--- src/rtl/xfs_pkg.sv ---
package xfs_pkg;

  typedef enum logic [1:0] {
    KIND_LOAD  = 2'd0,
    KIND_STORE = 2'd1,
    KIND_FETCH = 2'd2
  } accKind_e;

  typedef enum logic [2:0] {
    CAUSE_NONE      = 3'd0,
    CAUSE_PRIV_ADDR = 3'd1,
    CAUSE_TLB_MISS  = 3'd2,
    CAUSE_NO_READ   = 3'd3,
    CAUSE_NO_WRITE  = 3'd4,
    CAUSE_NO_EXEC   = 3'd5
  } cause_e;

  // strobes from the classifier to the datapath
  typedef struct packed {
    logic useXlate;   // select the translated page address
    logic loadBad;    // capture the faulting address
    logic loadPte;    // capture the faulting page number
    logic markData;   // TLB fault came from a load or store
    logic markInstr;  // TLB fault came from a fetch
  } strobe_t;

endpackage

--- src/rtl/xfs_ctrl.sv ---
module xfs_ctrl
  import xfs_pkg::*;
#(
  parameter int unsigned ADDR_W = 32,
  parameter logic [ADDR_W-1:0] SUP_BYPASS_BASE = 32'hC000_0000,
  parameter logic [ADDR_W-1:0] USER_LIMIT      = 32'h8000_0000
) (
  input  logic              accValid,
  input  logic [ADDR_W-1:0] vaddr,
  input  logic [1:0]        accKind,
  input  logic              isSuper,
  input  logic              mmuOn,
  input  logic              probe,
  input  logic              tlbHit,
  input  logic              permRd,
  input  logic              permWr,
  input  logic              permEx,
  output strobe_t           strb,
  output logic              faultRaw,
  output logic [2:0]        causeRaw
);

  accKind_e kind;
  logic     permOk;
  cause_e   permCause;
  cause_e   cause;
  logic     tlbFault;
  logic     useXlate;
  logic     commit;

  assign kind = accKind_e'(accKind);

  always_comb begin
    unique case (kind)
      KIND_LOAD:  begin permOk = permRd; permCause = CAUSE_NO_READ;  end
      KIND_STORE: begin permOk = permWr; permCause = CAUSE_NO_WRITE; end
      default:    begin permOk = permEx; permCause = CAUSE_NO_EXEC;  end
    endcase
  end

  // region and privilege rules come before the lookup result
  always_comb begin
    cause    = CAUSE_NONE;
    faultRaw = 1'b0;
    tlbFault = 1'b0;
    useXlate = 1'b0;
    if (!mmuOn) begin
      // identity mapping, always completes
    end else if (isSuper && (vaddr >= SUP_BYPASS_BASE)) begin
      // supervisor window mapped one to one
    end else if (!isSuper && (vaddr >= USER_LIMIT)) begin
      faultRaw = 1'b1;
      cause    = CAUSE_PRIV_ADDR;
    end else if (tlbHit) begin
      if (permOk) begin
        useXlate = 1'b1;
      end else begin
        faultRaw = 1'b1;
        tlbFault = 1'b1;
        cause    = permCause;
      end
    end else begin
      faultRaw = 1'b1;
      tlbFault = 1'b1;
      cause    = CAUSE_TLB_MISS;
    end
  end

  assign commit         = accValid && !probe && faultRaw;
  assign strb.useXlate  = useXlate;
  assign strb.loadBad   = commit;
  assign strb.loadPte   = commit && tlbFault;
  assign strb.markData  = commit && tlbFault && (kind != KIND_FETCH);
  assign strb.markInstr = commit && tlbFault && (kind == KIND_FETCH);
  assign causeRaw       = cause;

endmodule

--- src/rtl/xfs_dpath.sv ---
module xfs_dpath
  import xfs_pkg::*;
#(
  parameter int unsigned ADDR_W        = 32,
  parameter int unsigned PAGE_BITS     = 12,
  parameter int unsigned VPN_LO        = 2,
  parameter int unsigned TBL_BASE_INIT = 0
) (
  input  logic              clk,
  input  logic              rstN,
  input  strobe_t           strb,
  input  logic [ADDR_W-1:0] vaddr,
  input  logic [ADDR_W-1:0] hitPhysBase,
  input  logic [ADDR_W-1:0] hitVirtBase,
  output logic [ADDR_W-1:0] physAddr,
  output logic [ADDR_W-1:0] badAddrReg,
  output logic [ADDR_W-1:0] pteAddrReg,
  output logic              tlbDataFlag
);

  localparam int unsigned VPN_W   = ADDR_W - PAGE_BITS;
  localparam int unsigned TBASE_W = ADDR_W - VPN_LO - VPN_W;
  localparam logic [TBASE_W-1:0] TBASE_RST = TBASE_W'(TBL_BASE_INIT);

  logic [ADDR_W-1:0] pageAlign;
  logic [ADDR_W-1:0] xlatAddr;
  logic [VPN_W-1:0]  pteVpn;

  assign pageAlign = {vaddr[ADDR_W-1:PAGE_BITS], {PAGE_BITS{1'b0}}};
  assign xlatAddr  = hitPhysBase + pageAlign - hitVirtBase;
  assign physAddr  = strb.useXlate ? xlatAddr : pageAlign;

  always_ff @(posedge clk or negedge rstN) begin
    if (!rstN) begin
      badAddrReg  <= '0;
      pteVpn      <= '0;
      tlbDataFlag <= 1'b0;
    end else begin
      if (strb.loadBad) badAddrReg <= vaddr;
      if (strb.loadPte) pteVpn <= vaddr[ADDR_W-1:PAGE_BITS];
      if (strb.markData) tlbDataFlag <= 1'b1;
      else if (strb.markInstr) tlbDataFlag <= 1'b0;
    end
  end

  // the table base is never written by a fault, only the page field
  assign pteAddrReg = {TBASE_RST, pteVpn, {VPN_LO{1'b0}}};

endmodule

--- src/rtl/xlat_fault_sort.sv ---
module xlat_fault_sort
  import xfs_pkg::*;
#(
  parameter int unsigned ADDR_W        = 32,
  parameter int unsigned PAGE_BITS     = 12,
  parameter int unsigned VPN_LO        = 2,
  parameter int unsigned TBL_BASE_INIT = 0,
  parameter logic [ADDR_W-1:0] SUP_BYPASS_BASE = 32'hC000_0000,
  parameter logic [ADDR_W-1:0] USER_LIMIT      = 32'h8000_0000
) (
  input  logic              clk,
  input  logic              rstN,
  input  logic              accValid,
  input  logic [ADDR_W-1:0] vaddr,
  input  logic [1:0]        accKind,
  input  logic              isSuper,
  input  logic              mmuOn,
  input  logic              probe,
  input  logic              tlbHit,
  input  logic [ADDR_W-1:0] hitPhysBase,
  input  logic [ADDR_W-1:0] hitVirtBase,
  input  logic              permRd,
  input  logic              permWr,
  input  logic              permEx,
  output logic [ADDR_W-1:0] physAddr,
  output logic              accDone,
  output logic              accFault,
  output logic [2:0]        faultCause,
  output logic [ADDR_W-1:0] badAddrReg,
  output logic [ADDR_W-1:0] pteAddrReg,
  output logic              tlbDataFlag
);

  strobe_t    strb;
  logic       faultRaw;
  logic [2:0] causeRaw;

  xfs_ctrl #(
    .ADDR_W(ADDR_W), .SUP_BYPASS_BASE(SUP_BYPASS_BASE), .USER_LIMIT(USER_LIMIT)
  ) u_ctrl (
    .accValid(accValid), .vaddr(vaddr), .accKind(accKind), .isSuper(isSuper),
    .mmuOn(mmuOn), .probe(probe), .tlbHit(tlbHit), .permRd(permRd),
    .permWr(permWr), .permEx(permEx), .strb(strb), .faultRaw(faultRaw),
    .causeRaw(causeRaw)
  );

  xfs_dpath #(
    .ADDR_W(ADDR_W), .PAGE_BITS(PAGE_BITS), .VPN_LO(VPN_LO),
    .TBL_BASE_INIT(TBL_BASE_INIT)
  ) u_dpath (
    .clk(clk), .rstN(rstN), .strb(strb), .vaddr(vaddr),
    .hitPhysBase(hitPhysBase), .hitVirtBase(hitVirtBase), .physAddr(physAddr),
    .badAddrReg(badAddrReg), .pteAddrReg(pteAddrReg), .tlbDataFlag(tlbDataFlag)
  );

  assign accDone    = accValid && !faultRaw;
  assign accFault   = accValid && faultRaw;
  assign faultCause = accFault ? causeRaw : 3'd0;

endmodule

--- config.mk ---
export PLATFORM = sky130hd
export DESIGN_NAME = xlat_fault_sort
export DESIGN_NICKNAME = d
export VERILOG_FILES = /design/src/rtl/xfs_pkg.sv /design/src/rtl/xfs_ctrl.sv /design/src/rtl/xfs_dpath.sv /design/src/rtl/xlat_fault_sort.sv
export SDC_FILE = /design/constraint.sdc
export NUM_CORES = 1
export LEC_CHECK = 0
export ABC_AREA = 1
export BUFFER_PORTS_ARGS = -buffer_cell sky130_fd_sc_hd__buf_2
export CAP_MARGIN = 0
export CORE_MARGIN = 2
export CORE_UTILIZATION = 52
export CTS_BUF_LIST = sky130_fd_sc_hd__clkbuf_8
export DETAILED_ROUTE_END_ITERATION = 8
export PLACE_DENSITY = 0.93
export SLEW_MARGIN = 10
export SYNTH_ARGS = -nofsm -noshare
export SYNTH_HDL_FRONTEND = slang
export SYNTH_SLANG_ARGS = --single-unit
--- constraint.sdc ---
create_clock -name clk -period 3.61 [get_ports clk]
set_input_delay 0.722 -clock clk [delete_from_list [all_inputs] [get_ports clk]]
set_output_delay 0.722 -clock clk [all_outputs]
set_load 0.01 [all_outputs]
# == Word level (Yosys, flattened, before mapping) ==
# Index checks and enable logic that the tools add are counted.
# word_totals
register_bits,53
latchBits,0
ramBits,0
romBits,0
in_bits,108
output_inout_bits,102
word_cells,48
memories,0
# classes
add_sub_neg,2
n_mul,0
n_div,0
magnitude_cmp,2
eq_ne,3
n_shift,0
mux,24
n_bitwise,0
reduce_logical,14
# op_table
cell,count
"32-bit >= comparator, second input constant",2
32-bit adder,1
32-bit 2-to-1 mux,1
32-bit subtractor,1
3-bit 2-to-1 mux,6
1-bit 2-to-1 mux,15
1-bit logical AND,9
3-bit one-hot mux with 2 select lines,1
1-bit zero test,3
"2-bit by 1-bit equality test with 1-bit output, second input constant",1
"2-bit equality test, second input constant",1
2-bit zero test,1
"2-bit != test, second input constant",1
1-bit one-hot mux with 2 select lines,1
2-bit nonzero test,1

# == Depth between registers and ports, before layout ==
# depth
depth_word,12
ltp_mapped,15
ltp_nobuf,15

# == Modules after synthesis ==
# Synthesis repeated with hierarchy kept, for this count alone.
# hier_totals
cells_unflattened,863
hier_area_um2,5661.7
# modules_own_cells
mod,n_inst,cells_per_inst,area_per_inst_um2,seq_area_each_um2
xfs_dpath,1,813,5368.9,1326.3
xfs_ctrl,1,40,252.7,0.0
xlat_fault_sort,1,10,40.0,0.0

# == Least setup slack after synthesis ==
# Ideal clock, no wire load.
# synth_path
path_type,input to output
from,input port hitVirtBase[1]
to,output port physAddr[17]
arrival_time_ns,2.535
t_required_ns,2.888
setup_slack_ns,0.353
cell_stages,11
n_path_buf,0
path_cell_list,inv_1 -> ha_1 -> ha_1 -> fa_1 -> nand3_1 -> nand3_1 -> nand3_1 -> nand3_1 -> nand2_1 -> a21oi_1 -> o21ai_0
# synth_between
elab_chain_cells,2
# synth_rtl
item,line,source
start: declaration,xlat_fault_sort.sv:21,"input logic [ADDR_W-1:0] hitVirtBase,"
32-bit subtractor,xfs_dpath.sv:30,assign xlatAddr = hitPhysBase + pageAlign - hitVirtBase;
32-bit 2-to-1 mux,xfs_dpath.sv:31,assign physAddr = strb.useXlate ? xlatAddr : pageAlign;
end: declaration,xlat_fault_sort.sv:25,"output logic [ADDR_W-1:0] physAddr,"
# Every way passes these cells.

# == Worst setup path after layout ==
# layout_path
from,input port hitVirtBase[12]
to,output port physAddr[31]
# Same word-level chain as after synthesis.

==> flow_metrics.env <==
export IMPL_p_int_w=0.00161
export IMPL_clock_sinks=53
export IMPL_ys_ff_latch=53
export IMPL_cp_max_fo=4
export IMPL_yosys_most_used_dff="dfrtp_1"
export IMPL_tritoncts="yes"
export IMPL_io_pins=210
export IMPL_drv_cap=0
export IMPL_required_ps=2890
export IMPL_hold_viol_final=0
export IMPL_period_needed_ps=3590
export IMPL_die_y_um=107
export IMPL_yosysWarnings=0
export IMPL_setup_viol=0
export IMPL_p_seq_frac=0.278
export IMPL_synthCells=893
export IMPL_hold_class="in2async"
export IMPL_hold_buffers=0
export IMPL_grt_antenna_before_repair=0
export IMPL_finalClockSkew_ps=0
export IMPL_routedWlPerCell_um=14.2
export IMPL_overflow=0
export IMPL_synth_edf_count=0
export IMPL_max_clock_freq_mhz=279
export IMPL_remaining_drc_errors=0
export IMPL_yosys_area_top_type="dfrtp_1"
export IMPL_die_area_sq_mm=0.0115
export IMPL_vias_per_cell=5.11
export IMPL_fin_util=0.743
export IMPL_start_util=0.537
export IMPL_ant_nets=0
export IMPL_cellPowerDensity_mw_per_mm2=383
export IMPL_synth_top_cell_area_share=0.238
export IMPL_nNetsFinal=1302
export IMPL_power_total_w=0.00295
export IMPL_critPathKind="in2out"
export IMPL_clk_path_buf_depth=2
export IMPL_cp_data_arrival_time_ps=2870
export IMPL_hpwlAfterDp_mm=14.1
export IMPL_ir_worst_vdd_mv=0.271
export IMPL_rsz0062_at_grt="yes"
export IMPL_worst_slew_pin_slew_ps=869
export IMPL_slew_violations=0
export IMPL_drive_gt1_frac=0.350
export IMPL_cts_root_buf="clkbuf_8"
export IMPL_worst_setup_path_start_kind="input port"
export IMPL_multiInputGateArea_sq_mm=0.00392
export IMPL_grt_first_pass_wirelength_mm=27.4
export IMPL_routed_wl_mm=18.0
export IMPL_ys_async_sr_fraction=1.00
export IMPL_drt_pass1_iterations=6
export IMPL_syn_area_per_cell_sq_um=6.23
export IMPL_grt_use_total=0.296
export IMPL_clk_pin_slew_ps=110
export IMPL_yosysSeqAreaShare=0.238
export IMPL_area_growth_synth_to_final_pct=38.5
export IMPL_clock_latency_ps=310
export IMPL_grt_max_degree=41
export IMPL_diodes=0
export IMPL_synth_common_cells="nand2_1, inv_1, nor2_1"
export IMPL_synth_most_common_cell="nand2_1"
export IMPL_vias=6480
export IMPL_clkPwrFrac=0.120
export IMPL_place_port_buffers=197
export IMPL_netlist_top_cells_area="dfrtp_1, nand2_1, inv_1"
export IMPL_cts_htree_levels=2
export IMPL_dieWidth_um=107
export IMPL_power_frac_comb=0.601
export IMPL_n_fill_cell=826
export IMPL_coreArea_sq_mm=0.0104
export IMPL_register_area_sq_mm=0.00133
export IMPL_synth_cell_types=30
export IMPL_rows=37
export IMPL_period_share=0.994
export IMPL_p_switching_w=0.00134
export IMPL_tns_ps=0
export IMPL_grt_pass1_vias=5981
export IMPL_first_iter_violations=647
export IMPL_synth_area_sq_mm=0.00556
export IMPL_max_slew_margin=0.419
export IMPL_critPathCaptureType="output pin"
export IMPL_p_leak_nw=4.67
export IMPL_run_status="complete, no violations"
export IMPL_numCtsBuffers=5
export IMPL_gp_congestion=0.980
export IMPL_switching_share=0.453
## final timing paths
path                                       startpoint               endpoint  slack [ps]  depth (start not counted)
worst min register to register  u_dpath.badAddrReg[8]  u_dpath.badAddrReg[8]         490                          2
worst max register to register     u_dpath.pteVpn[11]     u_dpath.pteVpn[11]        2820                          2
worst max-delay path                  hitVirtBase[12]           physAddr[31]          20                         17
max in group asynchronous                        rstN     u_dpath.pteVpn[13]        2360                          2
worst min-delay path                             rstN  u_dpath.badAddrReg[7]         480                          1
min in group clk                u_dpath.badAddrReg[8]  u_dpath.badAddrReg[8]         490                          2
## cells by family (layout without fill, tap and decap cells)
| family | Yosys count | in the layout | synth area share |
|---|---|---|---|
| buffers and inverters | 239 | 468 | 0.175 |
| AOI/OAI and AO/OA | 77 | 77 | 0.0706 |
| DFF | 53 | 53 | 0.238 |
| adders and majority gates | 62 | 62 | 0.166 |
| and+or+nand+nor | 446 | 446 | 0.325 |
| xor gates and xnor gates | 15 | 15 | 0.0236 |
| other | 1 | 12 | 0.000674 |
## metrics by stage
stage	hold WS (ps)	area (sq um)	setup slack [ps]	std cells
after floorplan	426	5610	353	904
after global placement	456	6910	-207	1253
after detailed placement	460	6910	-186	1253
after CTS	488	7190	-15.6	1262
after global routing	510	7700	-76.0	1269
final	477	7700	20.5	1269
## critical path, cell delays in order
cell     delay (ps)
buf_2            80
inv_1            50
fa_1            590
ha_4            230
nand2_2          70
nand2_2          60
buf_4           130
nand2_1          60
nand2_2          80
a21oi_2         120
nand2_2         130
nand2_2         110
nand2_1          50
nand2_1          50
nand3_1          70
nand2_1         120
buf_6           120
## power by group through the flow
| stage | sequential [W] | combinational (W) | clock, W |
|---|---|---|---|
| after floorplan | 0.000899 | 0.000807 | 0 |
| after global placement | 0.000818 | 0.00140 | 0 |
| after CTS | 0.000818 | 0.00152 | 0.000357 |
| final | 0.000820 | 0.00177 | 0.000355 |
| after global routing | 0.000836 | 0.00195 | 0.000377 |
| after detailed placement | 0.000830 | 0.00144 | 0 |
## routing by layer
layer / track usage / routed length, um
met4: 0.0980 / 609
met1: 0.365 / 6890
met3: 0.0436 / 1330
met2: 0.528 / 9180
met5: 0 / 0
## what timing repair did
action                                  4_1_cts  5_1_grt
gates resized for setup                      27      138
pin swaps                                     7       66
endpoints found under the setup margin       13       19
setup buffers                                 1        7
## cells in the final DEF (no fill, tap or decap), types with 2 or more instances in the layout
| master | instances |
|---|---|
| nor3_1 | 3 |
| nor2_1 | 61 |
| clkinvlp_4 | 2 |
| nand3_2 | 12 |
| inv_2 | 27 |
| nor3_4 | 3 |
| a21oi_1 | 30 |
| buf_2 | 193 |
| ha_4 | 18 |
| buf_4 | 50 |
| nor2_2 | 7 |
| nor3_2 | 2 |
| nand3b_1 | 2 |
| o21ai_1 | 7 |
| nand2_2 | 38 |
| clkbuf_8 | 5 |
| o21ai_0 | 26 |
| nand4_1 | 6 |
| ha_1 | 23 |
| nand3_1 | 35 |
| fa_1 | 19 |
| inv_1 | 185 |
| xnor2_1 | 14 |
| buf_6 | 5 |
| nand2_4 | 10 |
| nor2_4 | 6 |
| nand2_1 | 255 |
| a21oi_2 | 10 |
| conb_1 | 12 |
| dfrtp_1 | 53 |
| and2_4 | 2 |
## sequential cells by signal (all words and copies together) (netlist names)
signal               count
u_dpath.badAddrReg      32
u_dpath.pteVpn          20
u_dpath.tlbDataFlag      1
## cell type report
cell class,instances,area share
Clock buffer,5,0.00893
Clock inverter,3,0.00341
Inverter,212,0.103
Multi-Input combinational cell,612,0.509
Sequential cell,53,0.172
Tap cell,136,0.0221
Timing Repair Buffer,248,0.181
No activity file was read; power rests on OpenSTA's default activity.
